--- src/rtl/page_commit_pkg.sv ---
package page_commit_pkg;

    localparam int ADDR_W     = 11;
    localparam int DATA_W     = 8;
    localparam int OFF_W      = 4;
    localparam int WR_CYCLES  = 40;

    typedef enum logic [1:0] {
        PH_IDLE  = 2'd0,
        PH_SETUP = 2'd1,
        PH_DATA  = 2'd2
    } intake_ph_e;

endpackage

--- src/rtl/page_row_buf.sv ---
module page_row_buf #(
    parameter int DATA_W = 8,
    parameter int OFF_W  = 4
) (
    input  logic              clk,
    input  logic              rst_n,
    input  logic              clr,
    input  logic              wr_en,
    input  logic [OFF_W-1:0]  wr_off,
    input  logic [DATA_W-1:0] wr_data,
    input  logic [OFF_W-1:0]  rd_off,
    output logic [DATA_W-1:0] rd_data,
    output logic              rd_valid,
    output logic              any_valid
);
    localparam int DEPTH = 1 << OFF_W;

    typedef struct packed {
        logic [DEPTH-1:0][DATA_W-1:0] data;
        logic [DEPTH-1:0]             valid;
    } buf_t;

    buf_t st_d, st_q;

    always_comb begin
        st_d = st_q;
        if (clr) begin
            st_d.valid = '0;
        end else if (wr_en) begin
            st_d.data[wr_off]  = wr_data;
            st_d.valid[wr_off] = 1'b1;
        end
    end

    always_ff @(posedge clk or negedge rst_n) begin
        if (!rst_n) st_q <= '0;
        else        st_q <= st_d;
    end

    assign rd_data   = st_q.data[rd_off];
    assign rd_valid  = st_q.valid[rd_off];
    assign any_valid = |st_q.valid;

    a_r5_clear_empties: assert property (@(posedge clk) disable iff (!rst_n)
        clr |=> !any_valid);

    a_r2_byte_lands: assert property (@(posedge clk) disable iff (!rst_n)
        (wr_en && !clr) |=> (st_q.valid[$past(wr_off)] &&
                             st_q.data[$past(wr_off)] == $past(wr_data)));

endmodule

--- src/rtl/page_commit_seq.sv ---
module page_commit_seq #(
    parameter int OFF_W     = 4,
    parameter int WR_CYCLES = 40
) (
    input  logic             clk,
    input  logic             rst_n,
    input  logic             go,
    output logic             busy,
    output logic [OFF_W-1:0] slot,
    output logic             slot_active,
    output logic             done
);
    localparam int DEPTH = 1 << OFF_W;
    localparam int CNT_W = $clog2(WR_CYCLES + 1);
    localparam logic [CNT_W-1:0] LAST = CNT_W'(WR_CYCLES - 1);

    typedef struct packed {
        logic             busy;
        logic [CNT_W-1:0] cnt;
    } seq_t;

    seq_t st_d, st_q;

    always_comb begin
        st_d = st_q;
        if (!st_q.busy) begin
            if (go) begin
                st_d.busy = 1'b1;
                st_d.cnt  = '0;
            end
        end else if (st_q.cnt == LAST) begin
            st_d.busy = 1'b0;
            st_d.cnt  = '0;
        end else begin
            st_d.cnt = st_q.cnt + 1'b1;
        end
    end

    always_ff @(posedge clk or negedge rst_n) begin
        if (!rst_n) st_q <= '0;
        else        st_q <= st_d;
    end

    assign busy        = st_q.busy;
    assign slot        = st_q.cnt[OFF_W-1:0];
    assign slot_active = st_q.busy && (int'(st_q.cnt) < DEPTH);
    assign done        = st_q.busy && (st_q.cnt == LAST);

    a_r6_busy_holds: assert property (@(posedge clk) disable iff (!rst_n)
        (st_q.busy && st_q.cnt != LAST) |=> st_q.busy);

    a_r6_busy_ends: assert property (@(posedge clk) disable iff (!rst_n)
        done |=> !st_q.busy);

    a_r6_starts_at_zero: assert property (@(posedge clk) disable iff (!rst_n)
        $rose(st_q.busy) |-> st_q.cnt == '0);

endmodule

--- src/rtl/page_commit_ctrl.sv ---
module page_commit_ctrl
    import page_commit_pkg::*;
#(
    parameter int P_ADDR_W    = page_commit_pkg::ADDR_W,
    parameter int P_DATA_W    = page_commit_pkg::DATA_W,
    parameter int P_OFF_W     = page_commit_pkg::OFF_W,
    parameter int P_WR_CYCLES = page_commit_pkg::WR_CYCLES
) (
    input  logic                clk,
    input  logic                rst_n,
    input  logic                start_evt,
    input  logic                stop_evt,
    input  logic                stop_after_ack,
    input  logic                addr_load,
    input  logic [P_ADDR_W-1:0] addr_in,
    input  logic                data_strobe,
    input  logic [P_DATA_W-1:0] data_in,
    input  logic                inhibit,
    output logic                busy,
    output logic                mem_we,
    output logic [P_ADDR_W-1:0] mem_addr,
    output logic [P_DATA_W-1:0] mem_wdata
);
    localparam int ROW_W = P_ADDR_W - P_OFF_W;

    typedef struct packed {
        intake_ph_e         ph;
        logic               inh;
        logic [ROW_W-1:0]   row;
        logic [P_OFF_W-1:0] off;
    } intake_t;

    intake_t st_d, st_q;

    logic                buf_wr, buf_clr, go;
    logic                seq_done, slot_active, rd_valid, any_valid;
    logic [P_OFF_W-1:0]  slot;
    logic [P_DATA_W-1:0] rd_data;

    always_comb begin
        st_d    = st_q;
        buf_wr  = 1'b0;
        buf_clr = seq_done;
        go      = 1'b0;
        if (!busy) begin
            if (start_evt) begin
                st_d.ph  = PH_SETUP;
                st_d.inh = inhibit;
                buf_clr  = 1'b1;
            end else if (stop_evt) begin
                if (stop_after_ack && st_q.ph == PH_DATA && !st_q.inh && any_valid)
                    go = 1'b1;
                else
                    buf_clr = 1'b1;
                st_d.ph  = PH_IDLE;
                st_d.inh = 1'b0;
            end else if (st_q.ph == PH_SETUP) begin
                if (inhibit) st_d.inh = 1'b1;
                if (addr_load) begin
                    st_d.ph  = PH_DATA;
                    st_d.row = addr_in[P_ADDR_W-1:P_OFF_W];
                    st_d.off = addr_in[P_OFF_W-1:0];
                end
            end else if (st_q.ph == PH_DATA && data_strobe) begin
                buf_wr   = !st_q.inh;
                st_d.off = st_q.off + 1'b1;
            end
        end
    end

    always_ff @(posedge clk or negedge rst_n) begin
        if (!rst_n) st_q <= '{ph: PH_IDLE, inh: 1'b0, row: '0, off: '0};
        else        st_q <= st_d;
    end

    page_row_buf #(
        .DATA_W (P_DATA_W),
        .OFF_W  (P_OFF_W)
    ) i_buf (
        .clk       (clk),
        .rst_n     (rst_n),
        .clr       (buf_clr),
        .wr_en     (buf_wr),
        .wr_off    (st_q.off),
        .wr_data   (data_in),
        .rd_off    (slot),
        .rd_data   (rd_data),
        .rd_valid  (rd_valid),
        .any_valid (any_valid)
    );

    page_commit_seq #(
        .OFF_W     (P_OFF_W),
        .WR_CYCLES (P_WR_CYCLES)
    ) i_seq (
        .clk         (clk),
        .rst_n       (rst_n),
        .go          (go),
        .busy        (busy),
        .slot        (slot),
        .slot_active (slot_active),
        .done        (seq_done)
    );

    assign mem_we    = slot_active && rd_valid;
    assign mem_addr  = {st_q.row, slot};
    assign mem_wdata = rd_data;

    a_r7_write_inside_busy: assert property (@(posedge clk) disable iff (!rst_n)
        mem_we |-> busy);

    a_r4_bad_slot_no_cycle: assert property (@(posedge clk) disable iff (!rst_n)
        (!busy && stop_evt && !stop_after_ack) |=> !busy);

    a_r3_inhibited_no_cycle: assert property (@(posedge clk) disable iff (!rst_n)
        (!busy && stop_evt && st_q.inh) |=> !busy);

    a_r8_row_frozen: assert property (@(posedge clk) disable iff (!rst_n)
        busy |=> $stable(st_q.row));

    a_r5_start_cancels: assert property (@(posedge clk) disable iff (!rst_n)
        (!busy && start_evt) |=> st_q.ph == PH_SETUP);

endmodule

--- config.mk ---
export PLATFORM = sky130hd
export DESIGN_NAME = page_commit_ctrl
export DESIGN_NICKNAME = d
export VERILOG_FILES = /design/src/rtl/page_commit_pkg.sv /design/src/rtl/page_row_buf.sv /design/src/rtl/page_commit_seq.sv /design/src/rtl/page_commit_ctrl.sv
export SDC_FILE = /design/constraint.sdc
export NUM_CORES = 1
export LEC_CHECK = 0
export BUFFER_PORTS_ARGS = -buffer_cell sky130_fd_sc_hd__buf_2
export CORE_MARGIN = 2
export CORE_UTILIZATION = 55
export DETAILED_ROUTE_END_ITERATION = 7
export PLACE_DENSITY = 0.78
export SLEW_MARGIN = 20
export SYNTH_ARGS = -nofsm -noshare
export SYNTH_HDL_FRONTEND = slang
export SYNTH_HIERARCHICAL = 1
export SYNTH_SLANG_ARGS = --single-unit
--- constraint.sdc ---
create_clock -name clk -period 3.4 [get_ports clk]
set_clock_uncertainty 0.15 [all_clocks]
set_input_delay 0.17 -clock clk [delete_from_list [all_inputs] [get_ports clk]]
set_output_delay 0.17 -clock clk [all_outputs]
set_load 0.05 [all_outputs]
After elaboration in Yosys (flattened, before gate mapping)
Index checks and enable logic that the tools add are counted.

storage, ports and cells
  register bits = 165
  bits of input ports = 27
  output and inout port bits = 21

operators by class
  add/subtract/negate cells = 2
  $lt $le $gt $ge = 4
  equality and inequality tests = 4
  mux-type cells = 36
  bitwise operators = 5
  reduce and logical (&&, ||, !) cells = 21

operators by type and width
  operator                                                                       count
  128-bit bitwise mux                                                            1
  8-bit binary-select mux with 4-bit select                                      1
  8-bit demux with 4-bit select                                                  1
  16-bit 2-to-1 mux                                                              2
  1-bit 2-to-1 mux                                                               17
  8-bit 2-to-1 mux                                                               2
  16-bit bitwise OR                                                              1
  16-bit OR reduction                                                            1
  7-bit 2-to-1 mux                                                               2
  11-bit 2-to-1 mux                                                              1
  4-bit by 5-bit less-than comparator with 1-bit output (second input constant)  2
  10-bit 2-to-1 mux                                                              1
  5-bit AND reduction                                                            2
  3-bit nonzero test                                                             3
  1-bit logical AND                                                              8
  4-bit 2-to-1 mux                                                               2
  6-bit by 1-bit adder with 6-bit output (second input constant)                 1
  6-bit equality test (second input constant)                                    1
  6-bit by 5-bit less-than comparator with 1-bit output (second input constant)  1
  3-bit 2-to-1 mux                                                               2
  6-bit 2-to-1 mux                                                               1
  3-bit AND reduction                                                            2
  2-bit nonzero test                                                             3
  4-bit by 1-bit adder with 4-bit output (second input constant)                 1
  10 further kinds                                                               13

Longest topological paths before layout
Gate-level depths: netlist (run 1).

  depth after elaboration = 10
  mapped depth = 8

Cells and area by module
The synthesis (run 1) kept the hierarchy.

by module, submodules not included
  module            instances  cells an instance  area an instance (sq um)  seq. area each (sq um)
  page_row_buf      1          420                6705.2                    3603.5
  page_commit_ctrl  1          73                 843.3                     350.3
  page_commit_seq   1          45                 426.7                     175.2

Least setup slack after synthesis (run 1)
OpenSTA, ideal clock, no wires.

  path type = reg2reg
  from = reg i_seq.st_q, in the netlist i_seq/busy
  to = reg i_buf/st_q[72] (netlist name)
  library setup time = 0.125 ns
  arrival = 2.244 ns
  data required time = 3.125 ns
  slack = 0.881 ns
  stages on the path, launching flop included = 9
  buffers on the path = 2
  clock period less this slack = 2.519 ns
  cells stage by stage = dfrtp_1 -> buf_6 -> nand2b_1 -> nor2_1 -> a21o_1 -> and4bb_2 -> and3_4 -> buf_6 -> mux2_4

on the way
  word-level cells in the longest chain between the ends = 7
  elaborated cells between the ends (all ways) = 8
  classes of those cells = 5 x mux; 1 x bitwise; 2 x reduce/logical

ends and longest elaborated chain
  element                                   RTL line                RTL
  from (decl)                               page_commit_seq.sv:22   seq_t st_d, st_q;
  from (signal assigned)                    page_commit_seq.sv:41   else st_q <= st_d;
  1-bit logical AND (*)                     page_commit_seq.sv:47   assign done = st_q.busy && (st_q.cnt == LAST);
  named net seq_done                        page_commit_ctrl.sv:36  logic seq_done, slot_active, rd_valid, any_valid;
  1-bit 2-to-1 mux                          page_commit_ctrl.sv:51  if (stop_after_ack && st_q.ph == PH_DATA && !st_q.inh && any_valid)
  1-bit 2-to-1 mux                          page_commit_ctrl.sv:50  end else if (stop_evt) begin
  1-bit 2-to-1 mux                          page_commit_ctrl.sv:46  if (start_evt) begin
  1-bit 2-to-1 mux (*)                      page_commit_ctrl.sv:45  if (!busy) begin
  named net buf_clr                         page_commit_ctrl.sv:35  logic buf_wr, buf_clr, go;
  1-bit inverter (no source line) (*)       n/a
  2-bit AND reduction (no source line) (*)  n/a
  to (signal assigned)                      page_row_buf.sv:37      else st_q <= st_d;
  to (decl)                                 page_row_buf.sv:23      buf_t st_d, st_q;

The timed path passes the listed nets; every way through them passes the cells marked *.
A chain may end at the register's enable or synchronous reset.

Worst setup path after layout (run 1)
  from = reg i_seq.st_q, in the netlist i_seq/slot[0]
  to = out mem_we

on the way
  word-level cells in the longest chain between the ends = 3
  elaborated cells between the ends (all ways) = 5
  classes of those cells = 1 x order compare; 2 x mux; 2 x reduce/logical

ends and longest elaborated chain
  element                                    RTL line                 RTL
  1-bit binary-select mux with 4-bit select  page_row_buf.sv:41       assign rd_valid = st_q.valid[rd_off];
  1-bit 2-to-1 mux (implied by the code)     page_row_buf.sv:41
  named net rd_valid                         page_commit_ctrl.sv:36
  1-bit logical AND                          page_commit_ctrl.sv:105  assign mem_we = slot_active && rd_valid;
  to (decl)                                  page_commit_ctrl.sv:20   output logic mem_we,

The timed path passes the listed nets, and every way through them passes these cells. The select of a mux whose other input is x is not followed.

==> results of run 1 <==
==> cells in the final DEF (no fill, tap or decap), types with 3 or more instances in the layout <==
master	n
dfrtp_1	164
mux2_2	112
buf_2	46
mux2_4	24
mux4_2	20
inv_1	19
a22oi_1	18
clkbuf_16	17
nand2_1	16
mux4_1	15
o21ai_0	14
dlygate4sd3_1	14
nand2_2	9
nor2_1	8
a21o_1	7
buf_4	6
nand3_1	5
clkinv_2	5
clkbuf_8	5
and2_1	4
and3_1	4
nor4_1	4
a21oi_1	4
and2b_1	3
a22o_1	3
nand2b_1	3
nand4_1	3
nor2b_1	3
==> flip-flops by register name, indices dropped and copies added (netlist names) <==
| register | cells |
|---|---|
| i_seq/st_q | 2 |
| i_buf/st_q | 144 |
| i_seq/busy | 1 |
| i_seq/slot | 4 |
| st_q | 7 |
| mem_addr | 7 |
==> cell families (layout without fill, tap and decap cells) <==
kind of cell	after synthesis	count (layout)
multiplexers	173	173
flip-flops	165	165
AND/OR/NAND/NOR	79	79
AO/OA/AOI/OAI	61	61
buffers and inverters	58	119
adder cells (fa/ha/maj)	2	2
==> per-stage QoR <==
step | cell area [um^2] | power, mW | std cells
after detailed placement | 8220 | 2.50 | 737
final | 8930 | 4.32 | 783
after CTS | 8930 | 4.35 | 783
after floorplan | 7980 | 2.40 | 538
after global placement | 8220 | 2.48 | 737
after global routing | 8930 | 4.48 | 783
==> worst paths after layout <==
kind	start	end	slack (ns)	cells after the start
worst max-delay path	i_seq/slot[0]	mem_we	0.43	6
worst min-delay path	addr_in[1]	st_q[1]	0.03	4
worst max register to register	st_q[12]	i_buf/st_q[44]	0.52	6
worst min register to register	i_buf/st_q[59]	i_buf/st_q[59]	0.35	1
max in group asynchronous	rst_n	i_buf/st_q[65]	2.10	3
min in group asynchronous	rst_n	i_seq/st_q[5]	0.21	2
==> power groups by stage <==
stage | Clock, mW | Sequential (mW) | Combinational, mW
finish | 1.85 | 2.07 | 0.403
global route | 1.96 | 2.08 | 0.440
CTS | 1.87 | 2.07 | 0.407
detailed placement | 0 | 2.11 | 0.392
global placement | 0 | 2.10 | 0.381
floorplan | 0 | 2.09 | 0.308
==> final cells by class <==
cell class	instances	area (um^2)
clock inverter	8	72.6
timing repair buffer	68	447
tap	184	230
clock buffer	24	502
multi-input combinational	315	3480
fill	1039	5430
sequential	165	4130
inverter	19	71.3
==> routing by layer <==
metal,track usage (%),part of all wire [%],vias to the layer above,wire [um]
li1,-,-,2114,-
met1,31.8,42,2570,7380
met2,38.4,51,130,8870
met3,5.71,4.8,26,831
met4,8.26,1.8,0,309
met5,0,0,-,0
==> timing repair <==
action	in CTS	in global routing
setup buffers	0	0
hold buffers	14	0
hold endpoints to repair	93	0
==> critical path, delay by kind of cell, from the launching register on <==
kind,cells,cell delay [ns]
flip-flops,1,0.36
AND/OR/NAND/NOR,2,0.20
buffers and inverters,2,0.80
AO/OA/AOI/OAI,1,0.20
multiplexers,1,0.65
==> impl_results.md, run 1 <==
* Worst Path Required at 3.08 ns
* Synthesized cell area at 7980 um^2
* WL per Instance at 22.2 um
* Final worst slack at 0.428 ns
* Final setup fails at 0
* CP max FO at 41
* Max-slew violations at 0
* Comb power frac at 9.3%
* CTS sink cnt at 165
* Antenna diodes at 0
* Post-synth top cells: dfrtp_1, mux2_2, mux2_4
* Layout area overhead at 12.0%
* Post-layout min period at 2.97 ns
* Psw at 1.07 mW
* Die Y at 124 um
* Area contributors post-synth: dfrtp_1, mux2_2, mux4_2
* Min-delay worst type: in2reg
* Post-Synth Adder-Cell Area at 0.314%
* Dpl ws at 0.541 ns
* Ports at 48
* Core Rows at 44
* Ys async rst share at 100%
* Yosys top cell by area: dfrtp_1
* Die area at 15500 um^2
* Complex-gate fraction of the synthesized area at 5.35%
* Cell Pwr Density at 484 nW/um^2
* Simple-Gate Fraction of Synth Area at 6.64%
* Nets@finish at 615
* Post-Synthesis Net Count at 567
* Count leader, synth: dfrtp_1
* Leak pwr at 4.55 nW
* Worst skew pair latency at 0.42 ns
* Switch share at 24.7%
* Status: finished, final reports clean
* Clock network fraction of total power at 42.7%
* Vias at 4840
* Global-route wire length before repair at 28200 um
* TritonCTS Buffers at 17
* XOR/XNOR Fraction of Synth Area at 0%
* Hold slack at 0.0328 ns
* Initial Util at 55.5%
* Synth warn at 6
* Gr usage total at 23.8%
* Clock slew at reported path FFs at 0.06 ns
* Vias per Instance at 6.18
* Seq pwr share at 48.0%
* Cell variety after synth at 56
* Vias in the first global route at 5166
* Max stage delay cell, worst path: mux4_1
* GRT Residual Overflow at 0
* Final period util at 87.4%
* Max_slew headroom at 48.1%
* ANT nets after route at 0
* Post-Route WL at 17400 um
* Critical Path AT at 2.65 ns
* Final Hold Violating Endpoints at 0
* FMAX at 0.336 GHz
* Cts repair resizes at 0
* Layout cells sized above 1 at 44.1%
* Synth Register Bits at 165
* Unrepaired setup endpoints after global routing: no
* Max stage delay on crit path at 0.65 ns
* CP Class: reg2out
* Internal Power at 3.26 mW
* Largest net degree at the start of global routing at 85
* Worst slew pin tran at 0.779 ns
* Mapped Cells at 538
* Number of max-cap violations at 0
* TritonRoute pass-1 iters at 4
* Clock buffer depth at 2
* DRC at 0
* Post-synth EDFFs at 0
* Avg Cell Area, Syn at 14.8 um^2
* Crit path launch type: flip-flop
* Post-synthesis sequential area ratio at 51.8%
* Synth Flop Type: dfrtp_1
* CTS tree: done
* DRT iter0 DRCs at 410
* H-tree levels at 4
* Clock root buffer: clkbuf_16
* CP Capture Type: output port
* Worst vdd ir at 356 uV
* Worst path cell trace: buf_4 > mux4_1 > a22oi_1 > nand2_1 > and2_1 > buf_2
* Routability Congestion at 0.823
* Mux contribution to synthesized area at 31.4%
* DP Wirelength at 10600 um
* Port Buffer Count at 47
* Synth top area share at 51.8%
* Initial antenna violation count at 0
* Core ar. at 14400 um^2
* Largest family of logic cells by synthesized area: multiplexers
* Final setup TNS at 0 ns
* Layout Utilization at 62.2%
* Die X at 124 um
(Power assumes the default switching activity.)
==> inputs of run 2 (changes only) <==
BUFFER_PORTS_ARGS = not set   (was -buffer_cell sky130_fd_sc_hd__buf_2)
CAP_MARGIN = 20   (was not set)
DONT_BUFFER_PORTS = 1   (was not set)
PLACE_DENSITY = 0.75   (was 0.78)
==> impl_results.md, run 2 (same netlist as run 1, synthesis figures left out) <==
* Status: finished, violations left
* Failing checks: hold timing
* CTS tree: done
* R2R Path Start: st_q[12]
* Die X at 124 um (unchanged)
* Nets@finish at 583 (-5.2%)
* Clock slew at reported path FFs at 0.06 ns (about the same)
* Most frequent cells in the layout: dfrtp_1, mux2_2, dlygate4sd3_1
* Worst slew pin tran at 0.880 ns (+0.101 ns)
* Core ar. at 14400 um^2 (unchanged)
* Max stage delay cell, worst path: mux4_4
* CP max FO at 41 (unchanged)
* Global-route wire length before repair at 27300 um (-3.4%)
* Final period util at 91.3% (+3.8 points)
* Dpl cells at 691 (-6.2%)
* H-tree levels at 4 (unchanged)
* CP Capture Type: output port
* RR Endpoint: i_buf/st_q[139]
* DRC at 0 (unchanged)
* Largest net degree at the start of global routing at 166 (+95%)
* Initial Util at 55.5% (unchanged)
* Worst Reg-to-Reg Cells at 6 (unchanged)
* Initial antenna violation count at 1 (+1)
* Final worst slack at 0.297 ns (-0.131 ns)
* DRT iter0 DRCs at 252 (-39%)
* Fillcell total at 1039 (unchanged)
* ANT nets after route at 0 (unchanged)
* Port Buffer Count at 0 (-100%)
* DP Wirelength at 10200 um (-4.4%)
* Number of max-cap violations at 0 (unchanged)
* Core Rows at 44 (unchanged)
* Clock buffer depth at 2 (unchanged)
* Leading cell type in the layout, fill and taps excluded: dfrtp_1
* WP depth at 4 (-2)
* WP buf/inv at 1 (-1)
* Layout cells sized above 1 at 38.6% (-5.4 points)
* Clock root buffer: clkbuf_16
* Hold slack at -0.707 ns (-0.740 ns)
* Max stage delay on crit path at 0.74 ns (+0.09 ns)
* Crit path launch type: flip-flop
* Worst Path Required at 3.08 ns (about the same)
* Leak pwr at 4.41 nW (-3.2%)
* TritonRoute pass-1 iters at 4 (unchanged)
* Layout area overhead at 10.8%
* Ports at 48 (unchanged)
* Worst path cell trace: buf_4 > mux4_4 > a22oi_1 > nand2_1
* Post-layout min period at 3.10 ns (+0.131 ns)
* Final setup TNS at 0 ns (unchanged)
* Vias per Instance at 6.11 (-1.2%)
* Min-delay worst type: in2async
* Post-CTS Setup Repair Bufs at 0 (unchanged)
* Worst skew pair latency at 0.42 ns (about the same)
* GRT Residual Overflow at 0 (unchanged)
* Vias at 4594 (-5.1%)
* Worst vdd ir at 414 uV (+16%)
* Post-Route WL at 17100 um (-1.7%)
* Placed Area at 7980 um^2 (-3.0%)
* Final Hold Violating Endpoints at 165 (+165)
* Multi-input combinational cell area at 3480 um^2 (unchanged)
* FF-to-FF setup slack at 0.56 ns (+0.04 ns)
* Non-filler cells, final at 752 (-4.0%)
* FMAX at 0.322 GHz (-4.2%)
* Post-Layout Inst Area at 8840 um^2 (-1.1%)
* Critical Path AT at 2.78 ns (+0.13 ns)
* Worst setup startpoint: i_seq/slot[0]
* Dpl ws at 0.612 ns (+0.0703 ns)
* Cts repair resizes at 0 (unchanged)
* Max-slew violations at 0 (unchanged)
* CTS Hold Bufs at 28 (+14)
* Vias in the first global route at 4842 (-6.3%)
* CP Class: reg2out
* Final setup fails at 0 (unchanged)
* TritonCTS Buffers at 17 (unchanged)
* Top reg by flops: i_buf/st_q
* Critical Path End: mem_wdata[7]
* Max_slew headroom at 41.3% (-6.7 points)
* Max FFs per register at 144 (unchanged)
* Kind of cell adding the most delay to the critical path: multiplexers
* Routability Congestion at 0.794 (-3.6%)
* Die Y at 124 um (unchanged)
* Die area at 15500 um^2 (unchanged)
* Reg area at 4130 um^2 (about the same)
* Unrepaired setup endpoints after global routing: no
* CTS sink cnt at 165 (unchanged)
* WL per Instance at 22.7 um (+2.3%)
* Gr usage total at 23.0% (-0.79 points)
* Cell Pwr Density at 485 nW/um^2 (+0.15%)
## run 2: worst reg2reg max path, delay by kind of cell, from the launching register on
family / cells / cell delay [ns]
AND/OR/NAND/NOR: 4 / 1.37
flip-flops: 1 / 0.46
multiplexers: 1 / 0.41
AO/OA/AOI/OAI: 1 / 0.34
## run 2: cell type report
| cell class | count | share of cell area (%) |
|---|---|---|
| Inverter | 19 | 0.807 |
| Multi-Input combinational cell | 315 | 39.4 |
| Timing Repair Buffer | 36 | 3.85 |
| Tap cell | 184 | 2.61 |
| Antenna cell | 1 | 0.0283 |
| Clock inverter | 9 | 1.02 |
| Sequential cell | 165 | 46.8 |
| Clock buffer | 23 | 5.52 |
## run 2: how the worst min path moves through the flow
stage	endpoint	cells past startpoint	start
5_1_grt	i_buf/st_q[13]	0	rst_n
6_report	st_q[11]	0	rst_n
2_1_floorplan	i_buf/st_q[0]	0	rst_n
3_3_place_gp	st_q[11]	0	rst_n
3_5_place_dp	st_q[11]	0	rst_n
4_1_cts	st_q[11]	0	rst_n
## run 2: through the flow
| stage | total power [mW] | util, % |
|---|---|---|
| 2_1_floorplan | 2.40 | - |
| 3_3_place_gp | 2.39 | 55.5 |
| 3_5_place_dp | 2.40 | 55.5 |
| 4_1_cts | 4.32 | 61.5 |
| 5_1_grt | 4.44 | 61.5 |
| 6_report | 4.28 | 61.5 |
## run 2: routing by layer
layer | track usage, % | vias up | share of wire [%]
met5 | 0 | - | 0
met4 | 7.34 | 0 | 1.9
met3 | 8.55 | 22 | 7.2
met2 | 37.5 | 131 | 50
met1 | 28.7 | 2399 | 41
li1 | - | 2042 | -
## run 2: report_power, final
group          internal (mW)  switching, mW  total (mW)
Combinational          0.134          0.140       0.273
Clock                   1.09          0.771        1.86
Sequential              2.01          0.136        2.15
